--- config.mk ---
export PLATFORM = sky130hd
export DESIGN_NAME = smb_addr_match
export DESIGN_NICKNAME = d
export VERILOG_FILES = /design/src/rtl/smb_pkg.sv /design/src/rtl/smb_sync_edge.sv /design/src/rtl/smb_addr_cmp.sv /design/src/rtl/smb_addr_match.sv
export SDC_FILE = /design/constraint.sdc
export NUM_CORES = 1
export LEC_CHECK = 0
export BUFFER_PORTS_ARGS = -buffer_cell sky130_fd_sc_hd__buf_2
export CORE_ASPECT_RATIO = 0.6
export CORE_MARGIN = 5
export CORE_UTILIZATION = 42
export CTS_CLUSTER_SIZE = 16
export DETAILED_ROUTE_END_ITERATION = 6
export PLACE_DENSITY = 0.76
export SLEW_MARGIN = 5
export SYNTH_ARGS = -nofsm -noshare
export SYNTH_HDL_FRONTEND = slang
export SYNTH_HIERARCHICAL = 1
export SYNTH_SLANG_ARGS = --single-unit
--- constraint.sdc ---
create_clock -name clk -period 2 [get_ports clk]
set_input_delay 0.4 -clock clk [delete_from_list [all_inputs] [get_ports clk]]
set_output_delay 0.4 -clock clk [all_outputs]
set_load 0.05 [all_outputs]
--- src/rtl/smb_pkg.sv ---
package smb_pkg;
   typedef enum logic [2:0] {
      ST_IDLE,
      ST_ADDR,
      ST_ADDR_ACK,
      ST_DATA,
      ST_DATA_ACK,
      ST_HOLD
   } smb_state_e;
endpackage

--- src/rtl/smb_sync_edge.sv ---
module smb_sync_edge #(
   parameter int STAGES = 2
) (
   input  logic clk,
   input  logic rst_n,
   input  logic scl_i,
   input  logic sda_i,
   output logic scl_lvl,
   output logic sda_lvl,
   output logic scl_rise,
   output logic scl_fall,
   output logic start_evt,
   output logic stop_evt
);
   logic [STAGES-1:0] scl_ff, sda_ff;
   logic              scl_d, sda_d;

   generate
      if (STAGES < 2) begin : g_bad_stages
         $error("smb_sync_edge: STAGES must be at least 2");
      end
   endgenerate

   always_ff @(posedge clk or negedge rst_n) begin
      if (!rst_n) begin
         scl_ff <= '1;
         sda_ff <= '1;
         scl_d  <= 1'b1;
         sda_d  <= 1'b1;
      end else begin
         scl_ff <= {scl_ff[STAGES-2:0], scl_i};
         sda_ff <= {sda_ff[STAGES-2:0], sda_i};
         scl_d  <= scl_ff[STAGES-1];
         sda_d  <= sda_ff[STAGES-1];
      end
   end

   assign scl_lvl   = scl_ff[STAGES-1];
   assign sda_lvl   = sda_ff[STAGES-1];
   assign scl_rise  = scl_lvl & ~scl_d;
   assign scl_fall  = ~scl_lvl & scl_d;
   assign start_evt = scl_lvl & scl_d & sda_d & ~sda_lvl;
   assign stop_evt  = scl_lvl & scl_d & ~sda_d & sda_lvl;
endmodule

--- src/rtl/smb_addr_cmp.sv ---
module smb_addr_cmp #(
   parameter int ADDR_W  = 7,
   parameter bit MASK_EN = 1'b1
) (
   input  logic [ADDR_W-1:0] rx_addr,
   input  logic [ADDR_W-1:0] own_addr,
   input  logic [ADDR_W-1:0] mask,
   input  logic              gc_en,
   output logic              hit
);
   logic [ADDR_W-1:0] bit_ok;

   generate
      if (ADDR_W < 1) begin : g_bad_width
         $error("smb_addr_cmp: ADDR_W must be positive");
      end
      if (MASK_EN) begin : g_masked
         for (genvar i = 0; i < ADDR_W; i++) begin : g_bit
            assign bit_ok[i] = ~mask[i] | (rx_addr[i] == own_addr[i]);
         end
      end else begin : g_exact
         assign bit_ok = ~(rx_addr ^ own_addr);
      end
   endgenerate

   assign hit = (&bit_ok) | (gc_en & (rx_addr == '0));
endmodule

--- src/rtl/smb_addr_match.sv ---
module smb_addr_match #(
   parameter int ADDR_W      = 7,
   parameter int SYNC_STAGES = 2,
   parameter bit MASK_EN     = 1'b1
) (
   input  logic              clk,
   input  logic              rst_n,
   input  logic              scl_i,
   input  logic              sda_i,
   input  logic [ADDR_W:0]   cfg_addr_i,
   input  logic [ADDR_W-1:0] cfg_mask_i,
   input  logic              hw_ack_en_i,
   input  logic              flag_clr_i,
   output logic              sda_pull_o,
   output logic              flag_o,
   output logic [ADDR_W:0]   data_o
);
   import smb_pkg::*;

   localparam int BYTE_W = ADDR_W + 1;
   localparam int CNT_W  = $clog2(BYTE_W + 2);
   localparam logic [CNT_W-1:0] LAST_BIT = CNT_W'(BYTE_W);
   localparam logic [CNT_W-1:0] ACK_BIT  = CNT_W'(BYTE_W + 1);

   logic scl_lvl, sda_lvl, scl_rise, scl_fall, start_evt, stop_evt;
   logic addr_hit;

   smb_state_e        st;
   logic [CNT_W-1:0]  bitcnt;
   logic [BYTE_W-1:0] shreg;
   logic              rw_q;

   smb_sync_edge #(.STAGES(SYNC_STAGES)) u_sync (
      .clk       (clk),
      .rst_n     (rst_n),
      .scl_i     (scl_i),
      .sda_i     (sda_i),
      .scl_lvl   (scl_lvl),
      .sda_lvl   (sda_lvl),
      .scl_rise  (scl_rise),
      .scl_fall  (scl_fall),
      .start_evt (start_evt),
      .stop_evt  (stop_evt)
   );

   smb_addr_cmp #(.ADDR_W(ADDR_W), .MASK_EN(MASK_EN)) u_cmp (
      .rx_addr  (shreg[BYTE_W-1:1]),
      .own_addr (cfg_addr_i[BYTE_W-1:1]),
      .mask     (cfg_mask_i),
      .gc_en    (cfg_addr_i[0]),
      .hit      (addr_hit)
   );

   logic scl_lvl_unused;
   assign scl_lvl_unused = scl_lvl;

   always_ff @(posedge clk or negedge rst_n) begin
      if (!rst_n) begin
         st         <= ST_IDLE;
         bitcnt     <= '0;
         shreg      <= '0;
         rw_q       <= 1'b0;
         data_o     <= '0;
         flag_o     <= 1'b0;
         sda_pull_o <= 1'b0;
      end else begin
         if (flag_clr_i) flag_o <= 1'b0;
         if (start_evt) begin
            st         <= ST_ADDR;
            bitcnt     <= '0;
            sda_pull_o <= 1'b0;
         end else if (stop_evt) begin
            if (st != ST_IDLE && st != ST_ADDR) flag_o <= 1'b1;
            st         <= ST_IDLE;
            bitcnt     <= '0;
            sda_pull_o <= 1'b0;
         end else begin
            unique case (st)
               ST_ADDR, ST_DATA: begin
                  if (scl_rise) begin
                     shreg  <= {shreg[BYTE_W-2:0], sda_lvl};
                     bitcnt <= bitcnt + 1'b1;
                  end else if (scl_fall && bitcnt == LAST_BIT) begin
                     data_o <= shreg;
                     if (st == ST_ADDR) begin
                        rw_q <= shreg[0];
                        if (hw_ack_en_i && !addr_hit) begin
                           st <= ST_IDLE;
                        end else begin
                           flag_o     <= 1'b1;
                           sda_pull_o <= hw_ack_en_i;
                           st         <= ST_ADDR_ACK;
                        end
                     end else begin
                        flag_o     <= 1'b1;
                        sda_pull_o <= hw_ack_en_i;
                        st         <= ST_DATA_ACK;
                     end
                  end
               end
               ST_ADDR_ACK, ST_DATA_ACK: begin
                  if (scl_rise) begin
                     bitcnt <= bitcnt + 1'b1;
                  end else if (scl_fall && bitcnt == ACK_BIT) begin
                     sda_pull_o <= 1'b0;
                     bitcnt     <= '0;
                     st         <= (st == ST_ADDR_ACK && rw_q) ? ST_HOLD : ST_DATA;
                  end
               end
               default: ;
            endcase
         end
      end
   end
endmodule

==> impl_metrics.yaml <==
run_status:
  status: "finished, final reports clean"
placed_design:
  dp_hpwl_um: 2810
  port_buffers: 30
  place_congestion: 0.830
  placed_cells_incl_taps: 227
  dp_slack_ns: -0.0174
worst_setup_path:
  worst-path-buf-inv: 1
  reg2reg_to: "bitcnt[2]"
  slowest_delay_ns: 0.56
  crit_path_start_kind: "register"
  reg2reg_slack_ns: 0.13
  r2r_cells: 6
  crit_type: "register to register"
  endpoint_kind: "register"
  cp.required_ns: 2.21
  cp_cell_sequence: "inv_2 -> ha_2 -> nor2b_4 -> a41oi_4 -> or4b_1 -> a21oi_1"
  critPathSlowestCell: "or4b_1"
  r2r-start: "bitcnt[1]"
  arrival_ns: 2.08
  cp_max_fo: 8
  crit_family: "simple AND/OR/NAND/NOR gates"
sta:
  final_hold_viol_count: 0
  fin_crit_ns: 1.87
  relSlewSlack: 0.554
  setup_viol: 0
  hold_slack_ns: 0.142
  worst_pin_slew_ns: 0.669
  drv_slew: 0
  fin_worst_skew_ns: 0.00245
  clock.fmax_ghz: 0.534
  timing.final.ws_setup_ns: 0.129
  rsz0062_at_grt: "no"
  period_share: 0.936
route:
  wl_per_cell_um: 15.9
  wl_met2_um: 1800
  routed.top_layer: "met4"
  drcViolationCount: 0
  dr.pass1.iters: 4
  wl_um: 3760
  wl_met1_um: 1680
  vias_per_cell: 5.63
  antenna_left: 0
  drtIter0Drc: 168
  met3RoutedLength_um: 229
  vias: 1328
global_routing:
  grt.total_usage: 0.155
  grt_first_pass_wirelength_um: 6490
  antenna_found_initial: 0
  grt_max_degree: 33
  grt_pass1_vias: 1375
  grt.overflow.total: 0
floorplanning:
  start_util: 0.444
  num_rows: 17
  die_h_um: 58.6
  die_w_um: 91.0
  io_pins: 31
  dieArea_um2: 5330
  core_area_um2: 3720
flow_run:
  drv_cap: 0
final_layout:
  finish.utilization: 0.550
  n_antenna_cell: 0
  drive_above_1_share: 0.317
  area_growth_pct: 23.7
  fin_cells: 236
  nNetsFinal: 212
  nFillCells: 316
synth:
  ys_ff_latch: 32
  yosysWarnings: 6
  yosysSeqAreaShare: 0.489
  yosysUniqueCellTypes: 45
  netlist_instances: 146
  syn_nets: 170
  syn_area_um2: 1650
  ys.flop_type: "dfrtp_1"
  ys_async_sr_fraction: 1.00
  syn_area_per_cell_um2: 11.3
  synth_edf_count: 0
clock_tree:
  numClockSinks: 32
  htree_levels: 2
  root_buffer: "clkbuf_8"
  clk_pin_slew_worst_paths_ns: 0.06
  cts_buffers: 5
  cts_tree: "built"
  cts_hold_buf: 0
  clk_latency_ns: 0.29
  clockBufferDepth: 2
hold_path:
  hp-class: "input port to async pin"
power_and_ir_drop:
  ir_drop_uv: 461
  power.density_nw_per_um2: 695
  p_leak_uw: 0.00100
-- worst max-delay path by stage --
stage                           startpoint        end  slack (ns)  cells past startpoint
after floorplan           u_sync/scl_ff[1]       rw_q        0.10                      7
after global placement           bitcnt[1]  bitcnt[3]        0.11                      6
after detailed placement         bitcnt[1]  bitcnt[3]       -0.02                      6
after CTS                        bitcnt[1]  bitcnt[2]        0.03                      6
after global routing             bitcnt[1]  bitcnt[3]        0.01                      6
final                            bitcnt[1]  bitcnt[2]        0.13                      6
-- registers in the layout, summed over array words and instances, names as in the netlist --
name and count:
bitcnt 4, data_o 8, flag_o 1, rw_q 1, sda_pull_o 1, shreg 8
st 3, u_sync/scl_d 1, u_sync/scl_ff 2, u_sync/sda_d 1, u_sync/sda_ff 2
-- cell usage after synthesis, types with 2 or more instances --
| library cell | number | area share |
|---|---|---|
| inv_1 | 6 | 0.014 |
| dfrtp_1 | 26 | 0.39 |
| ha_1 | 3 | 0.023 |
| a31oi_1 | 5 | 0.019 |
| nor2_1 | 6 | 0.014 |
| o31ai_1 | 3 | 0.014 |
| o21ai_0 | 2 | 0.0061 |
| and4b_1 | 3 | 0.018 |
| nor3b_1 | 2 | 0.0091 |
| inv_2 | 2 | 0.0045 |
| xor2_1 | 9 | 0.048 |
| dfstp_2 | 6 | 0.095 |
| nor2b_1 | 4 | 0.015 |
| clkbuf_1 | 2 | 0.0045 |
| nand2_1 | 8 | 0.018 |
| or4b_1 | 3 | 0.018 |
| a22oi_1 | 3 | 0.014 |
| a21oi_1 | 8 | 0.024 |
| nand2b_1 | 2 | 0.0076 |
| mux2_1 | 17 | 0.12 |
| o221a_1 | 2 | 0.014 |
-- timing repair --
action                                  in CTS  in global routing
setup buffers                                0                  1
gates resized for setup                      1                  4
pin swaps                                    0                  0
cloned                                       0                  0
endpoints found under the setup margin       3                  3
-- kinds of logic (layout without fill, tap and decap cells) --
family / Yosys count / count (layout) / synth area share
mux: 17 / 17 / 0.116
buf+inv: 13 / 56 / 0.0325
simple gates: 40 / 40 / 0.158
fa+ha+maj: 3 / 3 / 0.0227
compound gates: 32 / 32 / 0.135
flops: 32 / 32 / 0.489
xor+xnor: 9 / 9 / 0.0477
-- worst reg2reg max path, stage by stage (launching register included) --
cell     delay, ns
dfrtp_1       0.43
inv_2         0.09
ha_2          0.21
nor2b_4       0.18
a41oi_4       0.18
or4b_1        0.56
a21oi_1       0.15
-- where the power goes --
part	switching, µW	internal [µW]
registers	18.3	670
clock network	237	369
logic	67.7	59.6
-- cell type report --
type                            instances  area (µm²)  share of cell area
Clock buffer                            6        72.6              0.0355
Clock inverter                          2        35.0              0.0171
Inverter                                8        30.0              0.0147
Multi-Input combinational cell        101         816               0.399
Sequential cell                        32         808               0.395
Tap cell                               47        58.8              0.0287
Timing Repair Buffer                   40         225               0.110
-- cell usage in the layout (no fill, tap or decap), types with 3 or more instances in the layout --
cell type   n
or4b_1      3
dfrtp_1    26
nand2_1     8
a21oi_1     8
mux2_1     17
dfstp_2     6
nor2b_1     3
xor2_1      9
nor2_1      6
a22oi_1     3
clkbuf_8    5
inv_1       5
o31ai_1     3
and4b_1     3
buf_4      10
a31oi_1     5
buf_2      30
inv_2       3
-- per-stage QoR --
| stage | setup TNS (ns) | area [µm²] | total power [µW] |
|---|---|---|---|
| final | 0 | 2050 | 1420 |
| after CTS | 0 | 2020 | 1430 |
| after floorplan | 0 | 1650 | 761 |
| after global routing | 0 | 2050 | 1490 |
| after detailed placement | -0.0322 | 1910 | 819 |
| after global placement | 0 | 1910 | 812 |
-- routing by layer --
metal / global-route usage / vias up
li1: - / 629
met1: 0.194 / 636
met2: 0.247 / 56
met3: 0.0549 / 7
met4: 0.0649 / 0
met5: 0 / -
Note: power is estimated with default switching activity, not from simulation.
